<file path="src/rtl/flash_seq_pkg.sv">
`timescale 1ns/1ps
package flash_seq_pkg;
  localparam logic [1:0] SEL_CMD  = 2'd0;
  localparam logic [1:0] SEL_ADDR = 2'd1;
  localparam logic [1:0] SEL_DATA = 2'd2;
  localparam logic [1:0] SEL_STAT = 2'd3;
  localparam int BIT_PEND = 22;
  localparam int BIT_ERR  = 29;

  typedef enum logic [1:0] {K_OPC, K_ADDR, K_DUMMY, K_DATA} byteKind_t;

  typedef struct packed {
    logic [2:0] csIdx;
    logic       keep;
    logic       isWrite;
    logic [1:0] addrLen;
    logic [3:0] dummyLen;
    logic [2:0] dataLen;
  } cmdFields_t;

  typedef struct packed {
    logic      load;
    logic      fall;
    logic      rise;
    logic      store;
    byteKind_t kind;
    logic [1:0] lane;
  } seqStrobe_t;
endpackage

</file>
<file path="src/rtl/flash_seq_ctrl.sv">
`timescale 1ns/1ps
module flash_seq_ctrl
  import flash_seq_pkg::*;
#(
  parameter int HALF_DIV = 2,
  parameter int CS_COUNT = 8
) (
  input  logic                clk,
  input  logic                rstN,
  input  logic                start,
  input  cmdFields_t          cmd,
  output logic                busy,
  output seqStrobe_t          stb,
  output logic                sclk,
  output logic [CS_COUNT-1:0] csN
);
  localparam int DIV_W = (HALF_DIV > 1) ? $clog2(HALF_DIV) : 1;

  typedef enum logic [1:0] {S_IDLE, S_LOAD, S_SHIFT, S_END} state_t;

  state_t           state;
  logic [DIV_W-1:0] divCnt;
  logic [2:0]       bitCnt;
  logic [4:0]       byteIdx;
  logic             sckReg, csActive, held;
  logic [2:0]       csSel;
  logic [4:0]       opcEnd, addrEnd, dumEnd, total;
  logic             tick, lastBit;

  always_comb begin
    opcEnd  = {4'd0, !held};
    addrEnd = opcEnd + {3'd0, cmd.addrLen};
    dumEnd  = addrEnd + {1'b0, cmd.dummyLen};
    total   = dumEnd + {2'd0, cmd.dataLen};
    tick    = (divCnt == DIV_W'(HALF_DIV - 1));
    lastBit = (bitCnt == 3'd7);
    stb      = '0;
    stb.load = (state == S_LOAD);
    stb.fall = (state == S_SHIFT) && tick && sckReg;
    stb.rise = (state == S_SHIFT) && tick && !sckReg;
    if (byteIdx < opcEnd) begin
      stb.kind = K_OPC;
    end else if (byteIdx < addrEnd) begin
      stb.kind = K_ADDR;
      stb.lane = byteIdx[1:0] - opcEnd[1:0];
    end else if (byteIdx < dumEnd) begin
      stb.kind = K_DUMMY;
    end else begin
      stb.kind = K_DATA;
      stb.lane = byteIdx[1:0] - dumEnd[1:0];
    end
    stb.store = stb.rise && lastBit && (stb.kind == K_DATA) && !cmd.isWrite;
  end

  always_ff @(posedge clk or negedge rstN) begin
    if (!rstN) begin
      state    <= S_IDLE;
      divCnt   <= '0;
      bitCnt   <= '0;
      byteIdx  <= '0;
      sckReg   <= 1'b1;
      csActive <= 1'b0;
      held     <= 1'b0;
      csSel    <= '0;
    end else begin
      case (state)
        S_IDLE: if (start) begin
          csActive <= 1'b1;
          if (!held) csSel <= cmd.csIdx;
          byteIdx  <= '0;
          state    <= (total == 5'd0) ? S_END : S_LOAD;
        end
        S_LOAD: begin
          divCnt <= '0;
          bitCnt <= '0;
          state  <= S_SHIFT;
        end
        S_SHIFT: begin
          if (tick) begin
            divCnt <= '0;
            if (sckReg) begin
              sckReg <= 1'b0;
            end else begin
              sckReg <= 1'b1;
              bitCnt <= bitCnt + 3'd1;
              if (lastBit) begin
                if ((byteIdx + 5'd1) < total) begin
                  byteIdx <= byteIdx + 5'd1;
                  state   <= S_LOAD;
                end else begin
                  state <= S_END;
                end
              end
            end
          end else begin
            divCnt <= divCnt + DIV_W'(1);
          end
        end
        default: begin
          csActive <= cmd.keep;
          held     <= cmd.keep;
          state    <= S_IDLE;
        end
      endcase
    end
  end

  assign busy = (state != S_IDLE);
  assign sclk = sckReg;

  for (genvar i = 0; i < CS_COUNT; i++) begin : g_cs
    assign csN[i] = !(csActive && (csSel == 3'(i)));
  end

  // no clock edges without a selected device
  a_r7_sck_idle_high: assert property (@(posedge clk) disable iff (!rstN)
    !csActive |-> sckReg);
  // a held transaction keeps its select asserted
  a_r9_held_keeps_cs: assert property (@(posedge clk) disable iff (!rstN)
    held |-> csActive);
  // shifting only happens inside a selected access
  a_r8_shift_selected: assert property (@(posedge clk) disable iff (!rstN)
    (state == S_SHIFT) |-> (csActive && busy));
endmodule

</file>
<file path="src/rtl/flash_seq_dp.sv">
`timescale 1ns/1ps
module flash_seq_dp
  import flash_seq_pkg::*;
(
  input  logic        clk,
  input  logic        rstN,
  input  logic [1:0]  regSel,
  input  logic        regWrEn,
  input  logic [31:0] regWrData,
  output logic [31:0] regRdData,
  input  logic        busy,
  input  seqStrobe_t  stb,
  input  logic        miso,
  output logic        mosi,
  output logic        start,
  output cmdFields_t  cmd
);
  logic [31:0] cmdReg, addrReg, dataReg;
  logic        errFlag, pending, cmdWrite, accept;
  logic [7:0]  txShift, rxShift, txByte, rxNext;
  logic [1:0]  addrShift;

  always_comb begin
    pending      = busy || start;
    cmdWrite     = regWrEn && (regSel == SEL_CMD);
    accept       = cmdWrite && !pending;
    cmd.csIdx    = cmdReg[26:24];
    cmd.keep     = cmdReg[15];
    cmd.isWrite  = cmdReg[8];
    cmd.addrLen  = (cmdReg[22:20] > 3'd3) ? 2'd3 : cmdReg[21:20];
    cmd.dummyLen = cmdReg[19:16];
    cmd.dataLen  = (cmdReg[11:9] > 3'd4) ? 3'd4 : cmdReg[11:9];
    rxNext       = {rxShift[6:0], miso};
    addrShift    = cmd.addrLen - 2'd1 - stb.lane;
    case (stb.kind)
      K_OPC:   txByte = cmdReg[7:0];
      K_ADDR:  txByte = addrReg[{addrShift, 3'b000} +: 8];
      K_DATA:  txByte = cmd.isWrite ? dataReg[{stb.lane, 3'b000} +: 8] : 8'h00;
      default: txByte = 8'h00;
    endcase
    regRdData = '0;
    case (regSel)
      SEL_CMD:  regRdData = cmdReg;
      SEL_ADDR: regRdData = addrReg;
      SEL_DATA: regRdData = dataReg;
      default: begin
        regRdData[BIT_PEND] = pending;
        regRdData[BIT_ERR]  = errFlag;
      end
    endcase
  end

  always_ff @(posedge clk or negedge rstN) begin
    if (!rstN) begin
      cmdReg  <= '0;
      addrReg <= '0;
      dataReg <= '0;
      errFlag <= 1'b0;
      start   <= 1'b0;
      txShift <= '0;
      rxShift <= '0;
      mosi    <= 1'b0;
    end else begin
      start <= accept;
      if (accept) cmdReg <= regWrData;
      if (cmdWrite && pending) errFlag <= 1'b1;
      else if (regWrEn && (regSel == SEL_STAT) && regWrData[BIT_ERR]) errFlag <= 1'b0;
      if (regWrEn && (regSel == SEL_ADDR) && !pending) addrReg <= regWrData;
      if (stb.store) dataReg[{stb.lane, 3'b000} +: 8] <= rxNext;
      else if (regWrEn && (regSel == SEL_DATA) && !pending) dataReg <= regWrData;
      if (stb.load) txShift <= txByte;
      else if (stb.fall) begin
        mosi    <= txShift[7];
        txShift <= {txShift[6:0], 1'b0};
      end
      if (stb.rise) rxShift <= rxNext;
    end
  end

  // a colliding command raises the error and leaves the command intact
  a_r10_err_on_collision: assert property (@(posedge clk) disable iff (!rstN)
    (cmdWrite && pending) |=> (errFlag && $stable(cmdReg)));
  // write-one clears the error
  a_r10_err_clear: assert property (@(posedge clk) disable iff (!rstN)
    (regWrEn && (regSel == SEL_STAT) && regWrData[BIT_ERR]) |=> !errFlag);
  // address register locked during an access
  a_r11_addr_locked: assert property (@(posedge clk) disable iff (!rstN)
    (regWrEn && (regSel == SEL_ADDR) && pending) |=> $stable(addrReg));
  // an accepted command raises pending
  a_r8_pending_on_accept: assert property (@(posedge clk) disable iff (!rstN)
    accept |=> (start && busy == 1'b0));
endmodule

</file>
<file path="src/rtl/flash_seq.sv">
`timescale 1ns/1ps
module flash_seq
  import flash_seq_pkg::*;
#(
  parameter int HALF_DIV = 2,
  parameter int CS_COUNT = 8
) (
  input  logic                clk,
  input  logic                rstN,
  input  logic [1:0]          regSel,
  input  logic                regWrEn,
  input  logic [31:0]         regWrData,
  output logic [31:0]         regRdData,
  output logic                sclk,
  output logic [CS_COUNT-1:0] csN,
  output logic                mosi,
  input  logic                miso
);
  logic       busy, start;
  seqStrobe_t stb;
  cmdFields_t cmd;

  flash_seq_dp u_dp (
    .clk(clk), .rstN(rstN), .regSel(regSel), .regWrEn(regWrEn),
    .regWrData(regWrData), .regRdData(regRdData), .busy(busy), .stb(stb),
    .miso(miso), .mosi(mosi), .start(start), .cmd(cmd)
  );

  flash_seq_ctrl #(.HALF_DIV(HALF_DIV), .CS_COUNT(CS_COUNT)) u_ctrl (
    .clk(clk), .rstN(rstN), .start(start), .cmd(cmd), .busy(busy),
    .stb(stb), .sclk(sclk), .csN(csN)
  );

  // never more than one device selected
  a_r7_single_cs: assert property (@(posedge clk) disable iff (!rstN)
    $onehot0(~csN));
endmodule

</file>
<file path="config.mk">
export PLATFORM = sky130hd
export DESIGN_NAME = flash_seq
export DESIGN_NICKNAME = d
export VERILOG_FILES = /design/src/rtl/flash_seq_pkg.sv /design/src/rtl/flash_seq_ctrl.sv /design/src/rtl/flash_seq_dp.sv /design/src/rtl/flash_seq.sv
export SDC_FILE = /design/constraint.sdc
export NUM_CORES = 1
export LEC_CHECK = 0
export BUFFER_PORTS_ARGS = -buffer_cell sky130_fd_sc_hd__buf_4
export CAP_MARGIN = 25
export CORE_ASPECT_RATIO = 0.9
export CORE_MARGIN = 1
export CORE_UTILIZATION = 54
export DETAILED_ROUTE_END_ITERATION = 7
export PLACE_DENSITY = 0.77
export SETUP_SLACK_MARGIN = 0.05
export SLEW_MARGIN = 40
export SYNTH_ARGS = -nofsm -noshare
export SYNTH_HDL_FRONTEND = slang
export SYNTH_HIERARCHICAL = 1
export SYNTH_SLANG_ARGS = --single-unit
</file>
<file path="constraint.sdc">
create_clock -name clk -period 4.25 [get_ports clk]
set_clock_uncertainty 0.1 [all_clocks]
set_input_delay 0.425 -clock clk [delete_from_list [all_inputs] [get_ports clk]]
set_output_delay 0.425 -clock clk [all_outputs]
set_load 0.1 [all_outputs]
</file>
# --- After elaboration in Yosys (flattened, before gate mapping) ---
# Cells that the tools add are included.
classes:
  add_sub_neg: 11
  mul: 0
  n_div: 0
  magnitude_cmp: 6
  eq_ne: 20
  shift: 4
  muxes: 42
  n_bitwise: 3
  n_reduce_logical: 56
ops:
  columns: ["cell", "n"]
  rows:
  - ["$pmux W22 S3", 1]
  - ["$mux W32", 2]
  - ["$shiftx A32 B6 Y8", 2]
  - ["$bwmux W32", 1]
  - ["$shift A8 B7 Y32 const A", 1]
  - ["$shiftx A8 B7 Y32", 1]
  - ["$mux W5", 5]
  - ["$mux W8", 3]
  - ["$pmux W8 S3", 1]
  - ["$logic_and A1 B1 Y1", 23]
  - ["$mux W2", 10]
  - ["$pmux W6 S3", 1]
  - ["$eq A3 B3 Y1 const B", 5]
  - ["$lt A5 B5 Y1", 3]
  - ["$logic_not A1 Y1", 12]
  - ["$pmux W2 S3", 2]
  - ["$reduce_bool A2 Y1", 6]
  - ["$pmux W5 S2", 1]
  - ["$mux W3", 3]
  - ["$eq A2 B2 Y1 const B", 4]
  - ["$neg A5 Y7", 1]
  - ["$eq A2 B1 Y1 const B", 3]
  - ["$eq A3 B2 Y1 const B", 2]
  - ["$logic_not A2 Y1", 3]
  - ["other kinds (30)", 46]
totals:
  register_bits: 131
  latch_bits: 0
  ram_bits: 0
  mem_bits_ro: 0
  inputBits: 38
  out_inout_bits: 42
  elab_cells: 158
  n_memories: 0

# --- Logic depth before layout (Yosys ltp) ---
logic_depth:
  word_depth: 12
  depth_mapped: 22
  depth_no_buf: 20

# --- Hierarchy ---
# The synthesis kept the hierarchy.
by_module_without_submodules:
  columns: ["mod", "instances", "cells_each", "area_per_inst_um2", "seq_area_each_um2"]
  rows:
  - ["flash_seq_dp", 1, 608, 6391.1, 2852.7]
  - ["flash_seq_ctrl", 1, 182, 1609.0, 426.7]

# --- Worst setup path before layout ---
# Ideal clock, no wire load.
synth_path:
  kind: "reg-to-reg"
  start: "register u_dp.cmdReg[20]"
  end: "register u_dp.txShift[0]"
  setup_ps: 126
  arrival_ps: 4396
  t_required_ps: 4024
  slack_ps: -372
  path_stages_with_launch: 22
  path_buffers: 2
  synth_period_minus_slack_ps: 4622
  cell_sequence: "dfrtp_1 > or2_2 > ha_1 > ha_1 > inv_1 > fa_1 > xnor2_1 > inv_1 > ha_1 > o2bb2ai_1 > nand3_1 > o211ai_1 > o32ai_1 > buf_4 > inv_1 > ha_1 > xor2_1 > nand2_1 > buf_2 > o221ai_1 > o21ai_0 > o2bb2ai_1"
synth_lines:
  columns: ["item", "line_no", "rtl"]
  rows:
  - ["start, declared", "flash_seq_dp.sv:18", "logic [31:0] cmdReg, addrReg, dataReg;"]
  - ["start signal, assigned", "flash_seq_dp.sv:65", "if (accept) cmdReg <= regWrData;"]
  - ["end signal, assigned", "flash_seq_dp.sv:71", "if (stb.load) txShift <= txByte;"]
  - ["end signal, assigned", "flash_seq_dp.sv:74", "txShift <= {txShift[6:0], 1'b0};"]
  - ["end, declared", "flash_seq_dp.sv:20", "logic [7:0] txShift, rxShift, txByte, rxNext;"]

==> key figures <==
Run status
  – Status: completed

Synth
  – Synth area leaders: dfrtp_1, mux2i_1, mux2_2, mux2_4, o21ai_0
  – Seq cells post-synth: ~130
  – Yosys top cell by area: dfrtp_1
  – Seq/Total Area, Yosys: 41.0%
  – Main synth FF type: dfrtp_1
  – Post-synth top cells: dfrtp_1, nand2_1, o21ai_0
  – Post-Synthesis Cells: ~800
  – Syn Nets: between 800 and 900
  – Post-synthesis async set-or-reset flop share: 100%
  – EDFF count, synth: 0
  – YS warnings: 6
  – Top cell type's share of synthesized area: between 40 and 50%
  – Most common cell in the netlist: dfrtp_1
  – Syn avg cell area: 10.1 um2
  – Post-synthesis instance area: around 0.0080 mm2
  – Post-synth cell types: 57

Clock network
  – Worst-Skew Late Latency: about 430 ps
  – Clock sink count: ~130
  – CTS max path bufs: 2
  – Inserted Clock Buffers: 17
  – Root buffer cell: clkbuf_16
  – Clock transition at path regs: around 60 ps
  – H-tree lvl count: 4
  – CTS tree: built

STA
  – Final setup violating endpoints: 0
  – Final period util: a little over nine tenths
  – RSZ-0062 raised after global routing: yes
  – Final WS setup: about 82 ps
  – Final Max Slew Viols: 0
  – Worst Tran Pin Value: 796 ps
  – Max Fclk: between 200 and 250 MHz
  – Crit path time final: roughly 4200 ps
  – Hold Vio Cnt, Final: 0
  – Max-slew headroom: 46.9%

Critical path
  – Worst-path fanout max: 9
  – Worst setup EP type: register
  – Worst path arrival time: about 4400 ps
  – Crit start category: register
  – CP Data Required Time: 4450 ps
  – Setup CP Type: reg -> reg

Detailed routing
  – WL per Instance: approximately 22 um
  – Via density: between 6 and 7
  – Vias post-DR: between 6,000 and 7,000
  – Post-Route WL: about 24,000 um
  – Antenna viol nets, final: 0
  – DRC Markers: 0
  – First-pass iteration count of the detailed router: 5
  – Starting DRT DRC Count: between 700 and 800

Cells and area
  – Final Instance Count excl. Fillers: between 1,000 and 1,500
  – Fillers: 1,055
  – Share of layout cells above drive strength 1: 32.6%
  – # nets final: 967
  – Area growth, synth to finish: 25.7%
  – Diode count: 0

Global routing
  – Total grt overflow: 0
  – First-pass GRT wire length: between 30,000 and 40,000 um
  – Initial antenna violation count: 0
  – Total GRT Usage: 32.8%
  – Largest net degree at the start of global routing: just under 100
  – Vias in the first global route: around 6,800

Worst hold path
  – Hold Crit Class: in -> reg

Floorplan
  – I/O pin cnt: 80
  – Die area: roughly 0.015 mm2
  – Core ar.: roughly 0.014 mm2
  – Die Height: roughly 120 um
  – Die width: approximately 130 um
  – # rows: a little over 40
  – Starting density of the core: between 50% and 60%

Placed design
  – GP Congestion: slightly below 0.9
  – Final HPWL DP: around 16,000 um
  – Dpl cells: 1,050
  – Number of port buffers: 79
  – Post-placement setup slack: -209 ps

Flow run
  – Max Cap Viol: 0
-- placed cells by master, fill, tap and decap left out, types with 4 or more instances in the layout --
master	n
o2bb2ai_1	8
o221ai_1	8
buf_4	122
buf_6	8
o21ai_0	62
clkinvlp_4	6
a21o_1	5
o21ai_1	17
clkbuf_16	18
mux2_4	29
o22ai_1	8
ha_1	24
ha_4	7
nand2_1	84
a21oi_1	47
a211oi_1	14
mux2i_1	54
nand3_1	19
nor2_1	20
buf_12	5
a21oi_4	4
nor2b_1	45
or3_1	4
inv_1	18
xnor2_1	4
nand3b_1	5
nand4_1	7
xor2_1	5
mux2_2	43
dfrtp_1	130
-- what timing repair did --
action	4_1_cts	5_1_grt
gates resized for setup	23	50
hold buffers	1	0
endpoints found under the setup margin	40	44
pin swaps	11	17
hold endpoints to repair	94	0
setup buffers	12	3
cloned	1	4
-- routing by layer --
layer	vias to the layer above	GRT usage, %	share of wire [%]
li1	3030	-	-
met1	3337	47.7	44
met5	-	0	0
met4	0	11.0	2.8
met2	336	49.1	46
met3	55	5.91	7.8
-- worst max-delay path, cell delays in order (launching register included) --
cell and delay (ps):
dfrtp_1 380, or2_4 280, ha_4 170, ha_4 260, inv_2 40, fa_2 360, xnor2_2 170, inv_1 90
ha_4 180, nor2_4 100, o2bb2ai_4 130, nand3_1 100, o211ai_1 190, buf_4 170, o32ai_4 110, buf_4 160
buf_12 120, buf_12 140, mux2i_2 230, o21ai_1 130, a211oi_1 310, o2bb2ai_1 100
-- state kept, by name, summed over array words and instances (netlist names) --
| name | count |
|---|---|
| u_dp/addrReg | 32 |
| u_dp/cmdReg | 32 |
| u_dp/dataReg | 32 |
| u_dp/txShift | 8 |
| u_dp/rxShift | 7 |
| u_ctrl/byteIdx | 5 |
| u_ctrl/bitCnt | 3 |
| u_ctrl/csSel | 3 |
| u_ctrl/state | 2 |
| u_ctrl/csActive | 1 |
| u_ctrl/divCnt | 1 |
| u_ctrl/held | 1 |
| u_ctrl/sclk | 1 |
| u_dp/errFlag | 1 |
| u_dp/mosi | 1 |
| u_dp/start | 1 |
-- kinds of logic (layout without fill, tap and decap cells) --
logic type | Yosys count | in the layout | share of synthesized area (%)
AOI/OAI and AO/OA | 198 | 198 | 14.9
xor gates and xnor gates | 12 | 12 | 1.41
and+or+nand+nor | 210 | 210 | 13.4
muxes | 132 | 132 | 19.3
DFF | 131 | 131 | 41.0
adders and majority gates | 33 | 33 | 5.35
buffers and inverters | 74 | 193 | 4.65
-- final timing paths --
| check | start | end | slack (ps) | depth (start not counted) |
|---|---|---|---|---|
| hold / removal | regWrData[28] | u_dp/addrReg[28]$_DFFE_PN0P_ | 140 | 2 |
| hold reg to reg | u_ctrl/sclk$_DFFE_PN1P_ | u_ctrl/sclk$_DFFE_PN1P_ | 390 | 2 |
| min in group asynchronous | rstN | u_ctrl/state[0]$_DFFE_PN0P_ | 500 | 2 |
| setup reg to reg | u_dp/cmdReg[20]$_DFFE_PN0P_ | u_dp/txShift[2]$_DFFE_PN0P_ | 80 | 21 |
| max in group asynchronous | rstN | u_dp/dataReg[23]$_DFFE_PN0P_ | 2550 | 3 |
| setup / recovery | u_dp/cmdReg[20]$_DFFE_PN0P_ | u_dp/txShift[2]$_DFFE_PN0P_ | 80 | 21 |
-- cell type report --
cell class | instances | area (um2) | area share, %
timing repair buffer | 140 | 1200 | 12.0
clock inverter | 14 | 154 | 1.53
multi-input combinational | 585 | 4660 | 46.3
clock buffer | 18 | 439 | 4.37
sequential | 131 | 3280 | 32.6
inverter | 21 | 83.8 | 0.833
tap | 193 | 241 | 2.40
-- through the flow --
step / setup TNS [ps] / hold slack, ps / util, % / area, um2
6_report: 0 / 144 / 70.5 / 10100
5_1_grt: -253 / 139 / 70.5 / 10100
3_3_place_gp: -1330 / 372 / 62.9 / 8970
2_1_floorplan: 0 / 29.4 / - / 8110
3_5_place_dp: -3840 / 387 / 63.0 / 8990
4_1_cts: 0 / 133 / 68.9 / 9830
Power is not shown: default switching activity piles up to over one toggle a cycle in this logic, so the estimate is an artifact.
